`config.mk`:
```
export PLATFORM = sky130hd
export DESIGN_NAME = scl_period_gen
export DESIGN_NICKNAME = d
export VERILOG_FILES = /design/src/rtl/scl_gen_pkg.sv /design/src/rtl/scl_cnt_bank.sv /design/src/rtl/scl_pair_pick.sv /design/src/rtl/scl_phase_seq.sv /design/src/rtl/scl_period_gen.sv
export SDC_FILE = /design/constraint.sdc
export NUM_CORES = 1
export LEC_CHECK = 0
export BUFFER_PORTS_ARGS = -buffer_cell sky130_fd_sc_hd__buf_2
export CAP_MARGIN = 20
export CORE_UTILIZATION = 53
export CTS_CLUSTER_SIZE = 28
export DETAILED_ROUTE_END_ITERATION = 8
export HOLD_SLACK_MARGIN = 0.02
export PLACE_DENSITY_LB_ADDON = 0.25
export SYNTH_ARGS = -nofsm -noshare
export SYNTH_HDL_FRONTEND = slang
export SYNTH_SLANG_ARGS = --single-unit
```
`constraint.sdc`:
```
create_clock -name clk -period 5 [get_ports clk]
set_input_delay 0.25 -clock clk [delete_from_list [all_inputs] [get_ports clk]]
set_output_delay 0.25 -clock clk [all_outputs]
set_load 0.005 [all_outputs]
```
`src/rtl/scl_gen_pkg.sv`:
```
package scl_gen_pkg;

    typedef enum logic [1:0] {
        PH_IDLE,
        PH_HOLD,
        PH_LOW,
        PH_HIGH
    } phase_e;

    localparam int NUM_CNT    = 4;
    localparam int IDX_W      = $clog2(NUM_CNT);

    localparam int SEL_STD_HI = 0;
    localparam int SEL_STD_LO = 1;
    localparam int SEL_FST_HI = 2;
    localparam int SEL_FST_LO = 3;

    localparam int LOW_EXTRA  = 1;
    localparam int HIGH_EXTRA = 8;
    localparam int HOLD_EXTRA = 3;

    localparam logic [1:0] RATE_FAST = 2'b10;

    function automatic logic rate_is_fast(input logic [1:0] field);
        return field == RATE_FAST;
    endfunction

endpackage

```
`src/rtl/scl_cnt_bank.sv`:
```
module scl_cnt_bank
    import scl_gen_pkg::*;
#(
    parameter int CNT_W = 16
) (
    input  logic             clk,
    input  logic             rst,
    input  logic             en_i,
    input  logic             we_i,
    input  logic [IDX_W-1:0] idx_i,
    input  logic [CNT_W-1:0] data_i,
    output logic [CNT_W-1:0] regs_o [NUM_CNT]
);

    logic [CNT_W-1:0] regs_q [NUM_CNT];

    for (genvar g = 0; g < NUM_CNT; g++) begin : g_slot
        always_ff @(posedge clk) begin
            if (rst) begin
                regs_q[g] <= '0;
            end else if (we_i && !en_i && idx_i == IDX_W'(g)) begin
                regs_q[g] <= data_i;
            end
        end

        assign regs_o[g] = regs_q[g];

        // counts are frozen while the generator runs
        p_locked_r2: assert property (@(posedge clk) disable iff (rst)
            en_i |=> $stable(regs_q[g]))
            else $error("count slot changed while enabled");
    end

endmodule

```
`src/rtl/scl_pair_pick.sv`:
```
module scl_pair_pick
    import scl_gen_pkg::*;
#(
    parameter int CNT_W   = 16,
    parameter int MIN_CNT = 6
) (
    input  logic             fast_i,
    input  logic [CNT_W-1:0] regs_i [NUM_CNT],
    output logic [CNT_W-1:0] hi_o,
    output logic [CNT_W-1:0] lo_o
);

    localparam logic [CNT_W-1:0] FLOOR = CNT_W'(MIN_CNT);

    logic [CNT_W-1:0] raw [2];
    logic [CNT_W-1:0] eff [2];

    assign raw[0] = fast_i ? regs_i[SEL_FST_HI] : regs_i[SEL_STD_HI];
    assign raw[1] = fast_i ? regs_i[SEL_FST_LO] : regs_i[SEL_STD_LO];

    for (genvar g = 0; g < 2; g++) begin : g_floor
        assign eff[g] = (raw[g] < FLOOR) ? FLOOR : raw[g];
    end

    assign hi_o = eff[0];
    assign lo_o = eff[1];

endmodule

```
`src/rtl/scl_phase_seq.sv`:
```
module scl_phase_seq
    import scl_gen_pkg::*;
#(
    parameter int CNT_W = 16
) (
    input  logic             clk,
    input  logic             rst,
    input  logic             en_i,
    input  logic             bus_req_i,
    input  logic             fast_live_i,
    input  logic [CNT_W-1:0] hi_i,
    input  logic [CNT_W-1:0] lo_i,
    output logic             fast_q_o,
    output logic             scl_low_o,
    output logic             low_stb_o,
    output logic             high_stb_o
);

    localparam int TW = CNT_W + 1;

    phase_e        phase_q, phase_d;
    logic [TW-1:0] cnt_q, cnt_d;
    logic          fast_q;
    logic          latch_rate;

    logic [TW-1:0] hold_lim, low_lim, high_lim;

    assign hold_lim = TW'(hi_i) + TW'(HOLD_EXTRA - 1);
    assign low_lim  = TW'(lo_i) + TW'(LOW_EXTRA - 1);
    assign high_lim = TW'(hi_i) + TW'(HIGH_EXTRA - 1);

    always_comb begin
        phase_d    = phase_q;
        cnt_d      = cnt_q + TW'(1);
        latch_rate = 1'b0;
        unique case (phase_q)
            PH_IDLE: begin
                cnt_d = '0;
                if (bus_req_i) begin
                    phase_d    = PH_HOLD;
                    latch_rate = 1'b1;
                end
            end
            PH_HOLD: begin
                if (cnt_q == hold_lim) begin
                    phase_d    = PH_LOW;
                    cnt_d      = '0;
                    latch_rate = 1'b1;
                end
            end
            PH_LOW: begin
                if (cnt_q == low_lim) begin
                    phase_d = PH_HIGH;
                    cnt_d   = '0;
                end
            end
            PH_HIGH: begin
                if (cnt_q == high_lim) begin
                    cnt_d = '0;
                    if (bus_req_i) begin
                        phase_d    = PH_LOW;
                        latch_rate = 1'b1;
                    end else begin
                        phase_d = PH_IDLE;
                    end
                end
            end
            default: begin
                phase_d = PH_IDLE;
                cnt_d   = '0;
            end
        endcase
    end

    always_ff @(posedge clk) begin
        if (rst || !en_i) begin
            phase_q <= PH_IDLE;
            cnt_q   <= '0;
            fast_q  <= 1'b0;
        end else begin
            phase_q <= phase_d;
            cnt_q   <= cnt_d;
            if (latch_rate) begin
                fast_q <= fast_live_i;
            end
        end
    end

    assign fast_q_o   = fast_q;
    assign scl_low_o  = (phase_q == PH_LOW);
    assign low_stb_o  = (phase_q == PH_LOW)  && (cnt_q == '0);
    assign high_stb_o = (phase_q == PH_HIGH) && (cnt_q == '0);

    p_release_r1: assert property (@(posedge clk) disable iff (rst)
        !en_i |=> (phase_q == PH_IDLE && !scl_low_o))
        else $error("line not released after disable");

    p_hold_entry_r3: assert property (@(posedge clk) disable iff (rst)
        (phase_q == PH_IDLE && en_i && bus_req_i) |=> (phase_q == PH_HOLD && cnt_q == '0))
        else $error("request did not open a start hold");

    p_low_strobe_r4: assert property (@(posedge clk) disable iff (rst)
        $rose(scl_low_o) |-> low_stb_o)
        else $error("low phase began without its strobe");

    p_low_bound_r4: assert property (@(posedge clk) disable iff (rst)
        (phase_q == PH_LOW) |-> (cnt_q <= low_lim))
        else $error("low counter ran past its limit");

    p_high_bound_r5: assert property (@(posedge clk) disable iff (rst)
        (phase_q == PH_HIGH) |-> (cnt_q <= high_lim))
        else $error("high counter ran past its limit");

    p_strobe_excl_r5: assert property (@(posedge clk) disable iff (rst)
        !(low_stb_o && high_stb_o))
        else $error("both phase strobes active");

    p_rate_hold_r6: assert property (@(posedge clk) disable iff (rst)
        (phase_q == PH_HIGH || (phase_q == PH_LOW && cnt_q != '0)) |-> $stable(fast_q))
        else $error("rate selection changed inside a period");

endmodule

```
`src/rtl/scl_period_gen.sv`:
```
module scl_period_gen
    import scl_gen_pkg::*;
#(
    parameter int CNT_W   = 16,
    parameter int MIN_CNT = 6
) (
    input  logic             clk,
    input  logic             rst,
    input  logic [2:0]       mode_ctl,
    input  logic             bus_req,
    input  logic             cfg_we,
    input  logic [IDX_W-1:0] cfg_idx,
    input  logic [CNT_W-1:0] cfg_data,
    output logic             scl_drive_low,
    output logic             low_phase_stb,
    output logic             high_phase_stb
);

    logic             run_en;
    logic             fast_live;
    logic             fast_held;
    logic [CNT_W-1:0] slots [NUM_CNT];
    logic [CNT_W-1:0] eff_hi, eff_lo;

    assign run_en    = mode_ctl[0];
    assign fast_live = rate_is_fast(mode_ctl[2:1]);

    scl_cnt_bank #(.CNT_W(CNT_W)) u_bank (
        .clk    (clk),
        .rst    (rst),
        .en_i   (run_en),
        .we_i   (cfg_we),
        .idx_i  (cfg_idx),
        .data_i (cfg_data),
        .regs_o (slots)
    );

    scl_pair_pick #(.CNT_W(CNT_W), .MIN_CNT(MIN_CNT)) u_pick (
        .fast_i (fast_held),
        .regs_i (slots),
        .hi_o   (eff_hi),
        .lo_o   (eff_lo)
    );

    scl_phase_seq #(.CNT_W(CNT_W)) u_seq (
        .clk         (clk),
        .rst         (rst),
        .en_i        (run_en),
        .bus_req_i   (bus_req),
        .fast_live_i (fast_live),
        .hi_i        (eff_hi),
        .lo_i        (eff_lo),
        .fast_q_o    (fast_held),
        .scl_low_o   (scl_drive_low),
        .low_stb_o   (low_phase_stb),
        .high_stb_o  (high_phase_stb)
    );

endmodule

```
After elaboration in Yosys (flattened, before gate mapping) --
Memories as Yosys holds them, arrays and structs flattened. Cells that the tools add are included.
Cells by class: $add $sub $neg 3, multipliers 0, divide/modulo/power cells 0, $lt $le $gt $ge 2, equal/unequal tests 14, shift operators 0, multiplexer cells 36, bitwise gates (word level) 4, reductions and logical operators 13
Operators by type and width (count):
- 2-to-1 mux 16 bit | 8
- case mux 17 bit (4 select lines) | 1
- 2-to-1 mux 17 bit | 3
- equality test 17 bit | 2
- less-than comparator 16 x 3 -> 1 bit, second input constant | 2
- adder 16 x 2 -> 17 bit, second input constant | 1
- adder 16 x 3 -> 17 bit, second input constant | 1
- adder 17 x 1 -> 17 bit, second input constant | 1
- equality test 17 x 16 -> 1 bit | 1
- logical NOT 17 bit | 1
- 2-to-1 mux 1 bit | 17
- equality test 2 bit, second input constant | 5
- 2-to-1 mux 2 bit | 5
- case mux 2 bit (4 select lines) | 1
- logical AND 1 bit | 7
- != test 2 x 1 -> 1 bit, second input constant | 3
- equality test 2 x 1 -> 1 bit, second input constant | 2
- logical NOT 2 bit | 2
- bitwise OR 1 bit | 4
- AND reduction 4 bit | 1
- case mux 1 bit (3 select lines) | 1
- != test 2 bit, second input constant | 1
- logical NOT 1 bit | 1
- logical OR 1 bit | 1
Storage, ports and cells: bits in registers 20, latch bits 0, memory bits (writable) 64, ROM bits 0, bits of input ports 25, output and inout bits 3, memories kept 1
Memories:
- u_bank.regs_q | depth 4, width 16, read ports 4, clocked after Yosys merged registers in 0, write ports 4, RTL line scl_cnt_bank.sv:15 | logic [CNT_W-1:0] regs_q [NUM_CNT];

Logic depth before layout (Yosys ltp) --
An unclocked memory read counts as a cell.
depth after elaboration 8, depth in mapped cells 16

By module --
A second synthesis with hierarchy kept.
Second synthesis, totals: cell total of the unflattened synthesis 538, area, all modules 5569.1 um2
Modules (own cells, without submodules):
- scl_cnt_bank | times used 1, cells an instance 149, area each 2512.4 um2
- scl_phase_seq | times used 1, cells an instance 319, area each 2438.6 um2
- scl_pair_pick | times used 1, cells an instance 69, area each 604.3 um2
- scl_period_gen | times used 1, cells an instance 1, area each 13.8 um2

Worst setup path after synthesis --
Ideal clock, no wire load.
path kind register to register, from register u_seq.fast_q, in the netlist u_seq.fast_q_o, to register u_seq.cnt_q[11], setup time 137 ps, data arrival time 4161 ps, slack 702 ps, stages on the path, launching flop included 17, clock period less this slack 4298 ps, cells stage by stage dfxtp_1 -> buf_6 -> mux2i_1 -> nand3b_1 -> a2111oi_2 -> a211oi_1 -> ha_1 -> xor2_1 -> nor2_1 -> o21ai_0 -> or4_1 -> a2111o_1 -> a2111oi_4 -> nand3_2 -> a31oi_4 -> buf_6 -> nor3_2
On the way: longest elaborated chain between the ends 7, elaborated cells between the ends (all ways) 15
Ends and longest elaborated chain:
- from (decl) | RTL line scl_phase_seq.sv:23 | logic fast_q;
- from (signal assigned) | RTL line scl_phase_seq.sv:84 | fast_q <= fast_live_i;
- 2-to-1 mux 16 bit | RTL line scl_pair_pick.sv:18 | assign raw[0] = fast_i ? regs_i[SEL_FST_HI] : regs_i[SEL_STD_HI];
- less-than comparator 16 x 3 -> 1 bit | RTL line scl_pair_pick.sv:22 | assign eff[g] = (raw[g] < FLOOR) ? FLOOR : raw[g];
- 2-to-1 mux 16 bit | RTL line scl_pair_pick.sv:22
- adder 16 x 3 -> 17 bit / adder 16 x 2 -> 17 bit (equally long branches) | RTL line scl_phase_seq.sv:30, scl_phase_seq.sv:28
- equality test 17 bit, on equally long branches | RTL line scl_phase_seq.sv:58, scl_phase_seq.sv:45
- 2-to-1 mux 17 bit, on equally long branches | RTL line scl_phase_seq.sv:58, scl_phase_seq.sv:45
- case mux 17 bit (4 select lines) * | RTL line scl_phase_seq.sv:36 | unique case (phase_q)
- to (signal assigned) | RTL line scl_phase_seq.sv:82 | cnt_q <= cnt_d;
- to (decl) | RTL line scl_phase_seq.sv:22 | logic [TW-1:0] cnt_q, cnt_d;
Every way passes the cells marked *; elsewhere a longest branch is shown, timed or not. A chain may end at the register's enable or synchronous reset.

Worst setup path after layout --
from register u_seq.fast_q, in the netlist u_seq.fast_q_o, to register u_seq.fast_q, in the netlist u_seq.fast_q_o
On the way: longest elaborated chain between the ends 7, elaborated cells between the ends (all ways) 10
Ends and longest elaborated chain (RTL line):
- 2-to-1 mux 16 bit * | scl_pair_pick.sv:18
- less-than comparator 16 x 3 -> 1 bit | scl_pair_pick.sv:22
- 2-to-1 mux 16 bit * | scl_pair_pick.sv:22
- adder 16 x 3 -> 17 bit / adder 16 x 2 -> 17 bit (equally long branches) | scl_phase_seq.sv:30, scl_phase_seq.sv:28
- equality test 17 bit, on equally long branches | scl_phase_seq.sv:58, scl_phase_seq.sv:45
- 2-to-1 mux 1 bit, on equally long branches | scl_phase_seq.sv:58, scl_phase_seq.sv:45
- case mux 1 bit (3 select lines) * | scl_phase_seq.sv:36
Marks and branches as above.

==> flow_summary_export.csv <==
group,metric,value,unit
grt,antenna_found_initial,0,
hold_path,hold_start,"cfg_data[14]",
sta,rsz0062_at_grt,"no",
logic_synthesis,syn-cell-area,5500,um^2
logic_synthesis,synth.largest_area_cell,"edfxtp_1",
worst_setup_path,end_kind,"flip-flop",
logic_synthesis,ys_seq_area_frac,0.422,
logic_synthesis,ys_async_sr_fraction,0,
grt,track_usage,0.272,
sta,period_minus_slack,4.46,ns
clock_tree,cts_made_buffers,9,
clock_tree,clockBufferDepth,2,
pwr,cellLeakagePower,1.96,nW
logic_synthesis,synthCells,536,
clock_tree,cts_tree,"yes",
finish,drive_gt1_frac,0.159,
routing,drc,0,
die,ios,28,
sta,hold_viol,0,
sta,maxSlewViolCount,0,
logic_synthesis,synth.most_common_cell,"and2_1",
worst_setup_path,startpoint,"u_seq.fast_q_o",
routing,viasPerCell,6.20,
logic_synthesis,synth_mux_area_frac,0.0667,
clock_tree,clk_pin_slew,0.11,ns
logic_synthesis,yosysWarnings,0,
sta,fin_tns_setup,0,ns
finish,synthToLayoutAreaGrowth,8.81,%
finish,fin_nets,591,
job,maxCapViolations,0,
worst_setup_path,cp-start-kind,"flip-flop",
placed_design,post-dp-hpwl,10.7,mm
logic_synthesis,yosysUniqueCellTypes,66,
worst_setup_path,path_max_fanout,26,
logic_synthesis,syn_area_per_cell,10.3,um^2
logic_synthesis,synth_compound_area_frac,0.116,
sta,period_share,0.893,
sta,slew_headroom,0.249,
clock_tree,postCtsResizedCells,0,
routing,routed_wl,14.2,mm
outcome,status,"completed",
placed_design,post_dp_cell_area,5760,um^2
worst_setup_path,rr_startpoint,"u_seq.fast_q_o",
logic_synthesis,synth.area.top_cells,"edfxtp_1, and2_1, dfxtp_1",
clock_tree,cts.sinks,84,
die,die_h,104,um
logic_synthesis,ys_ff_latch,84,
pwr,p_per_area,252,nW/um^2
sta,finalSetupViolCount,0,
clock_tree,cts_setup_buffers,0,
routing,vias,4337,
finish,fin_area,5980,um^2
logic_synthesis,synth-simple-area-share,0.265,
grt,grt_overflow,0,
logic_synthesis,synth_top_area_share,0.349,
clock_tree,post_cts_hold_buffer_count,0,
clock_tree,htreeDepth,3,
logic_synthesis,synth-edff-count,64,
logic_synthesis,synth_top_family_by_area,"simple AND/OR/NAND/NOR gates",
logic_synthesis,synth_commonest_cells,"and2_1, edfxtp_1, xnor2_1, mux2i_1, nand3_1",
hold_path,hold_class,"in -> reg",
sta,worst_pin_slew,1.13,ns
grt,grt_first_pass_wirelength,22.8,mm
logic_synthesis,synthFlopType,"edfxtp_1",
worst_setup_path,crit_type,"reg -> reg",
routing,avgRoutedWirePerCell,20.3,um
die,start_util,0.555,
logic_synthesis,synth_adder_area_share,0.00910,
finish,final_core_util,0.604,
placed_design,place_congestion,0.986,
die,rows,36,
clock_tree,cts-root-buf,"clkbuf_8",
logic_synthesis,synth_fp_nets,565,
worst_setup_path,r2r_setup_slack,0.54,ns
placed_design,port_buffers,27,
sta,skew,0.0173,ns
grt,grt_pass1_vias,4198,
die,die_x,104,um
routing,dr.first_iter.drc_count,319,
pwr,ir_drop,180,uV
placed_design,preCtsSetupSlack,0.367,ns
logic_synthesis,synth_xor_area_frac,0.0874,
routing,final_antenna_net_count,0,
clock_tree,clock_latency,0.36,ns
finish,antenna_cells,0,
sta,max_freq,224,MHz
worst_setup_path,required,5.23,ns
sta,fin_ws,0.536,ns
die,dieArea,10800,um^2
routing,drtPass1Iterations,5,
worst_setup_path,critical_path_arrival,4.69,ns
die,core,9910,um^2
grt,grt_max_degree,27,
## layout make-up
type | instances | area, um^2
Clock buffer | 9 | 124
Tap cell | 133 | 166
Clock inverter | 7 | 76.3
Timing Repair Buffer | 41 | 253
Inverter | 13 | 48.8
Fill cell | 851 | 3930
Multi-Input combinational cell | 413 | 2990
Sequential cell | 84 | 2320
## registers in the layout (all words and copies together) (netlist names)
signal,count
u_bank.regs_q,64
u_seq.cnt_q,17
u_seq.phase_q,2
u_seq.fast_q_o,1
## final timing paths
path / endpoint / cells after the start
max: u_seq.fast_q_o / 15
min reg2reg: u_seq.cnt_q[9] / 2
min: u_bank.regs_q[2][14] / 2
max reg2reg: u_seq.fast_q_o / 15
## worst max-delay path: stages (launching register included)
cell and delay, ns:
dfxtp_2 0.63, buf_4 0.42, inv_1 0.17, nand3_1 0.14
a2111oi_2 0.09, a211oi_1 0.31, ha_1 0.30, xor2_1 0.15
nor2_1 0.10, o21ai_0 0.08, or4_1 0.50, a2111o_1 0.34
a2111oi_4 0.40, nand4_1 0.19, o211ai_1 0.14, mux2_2 0.39
## metrics by stage
step                hold WS (ns)  total power, mW  cells
floorplan                  0.448            0.957    536
global placement           0.542             1.02    683
detailed placement         0.551             1.03    683
CTS                        0.211             1.51    699
global route               0.212             1.56    700
finish                     0.220             1.51    700
## power breakdown
group	leakage [nW]	internal [mW]	total (mW)	switching, mW
Combinational	1.08	0.0774	0.194	0.117
Clock	0.103	0.199	0.493	0.294
Sequential	0.780	0.787	0.823	0.0358
Total	1.96	1.06	1.51	0.446
## per-layer routing
layer  routed length (um)  track usage
met4                  368       0.0918
met5                    0            0
met2                 6610        0.428
met3                  820       0.0388
met1                 6400        0.386
## placed cells by master, fill, tap and decap left out, drive strengths merged, types with 6 or more instances in the layout
master / instances
a22oi: 8
a211oi: 6
edfxtp: 64
nand4: 8
and3: 7
o21ai: 9
nand3b: 11
clkbuf: 9
a21oi: 11
buf: 41
dfxtp: 20
nor4: 17
xor2: 14
nand3: 33
nand2: 24
mux2i: 31
nor3: 25
nand2b: 10
a31oi: 8
xnor2: 40
inv: 17
and2: 67
nor2: 21
## logic make-up (layout without fill, tap and decap cells)
kind of cell	count (synthesis)	count (layout)
xor+xnor	54	54
compound gates	78	78
mux	36	36
simple gates	241	241
fa+ha+maj	4	4
buf+inv	39	70
flops	84	84
(Power assumes the default switching activity.)
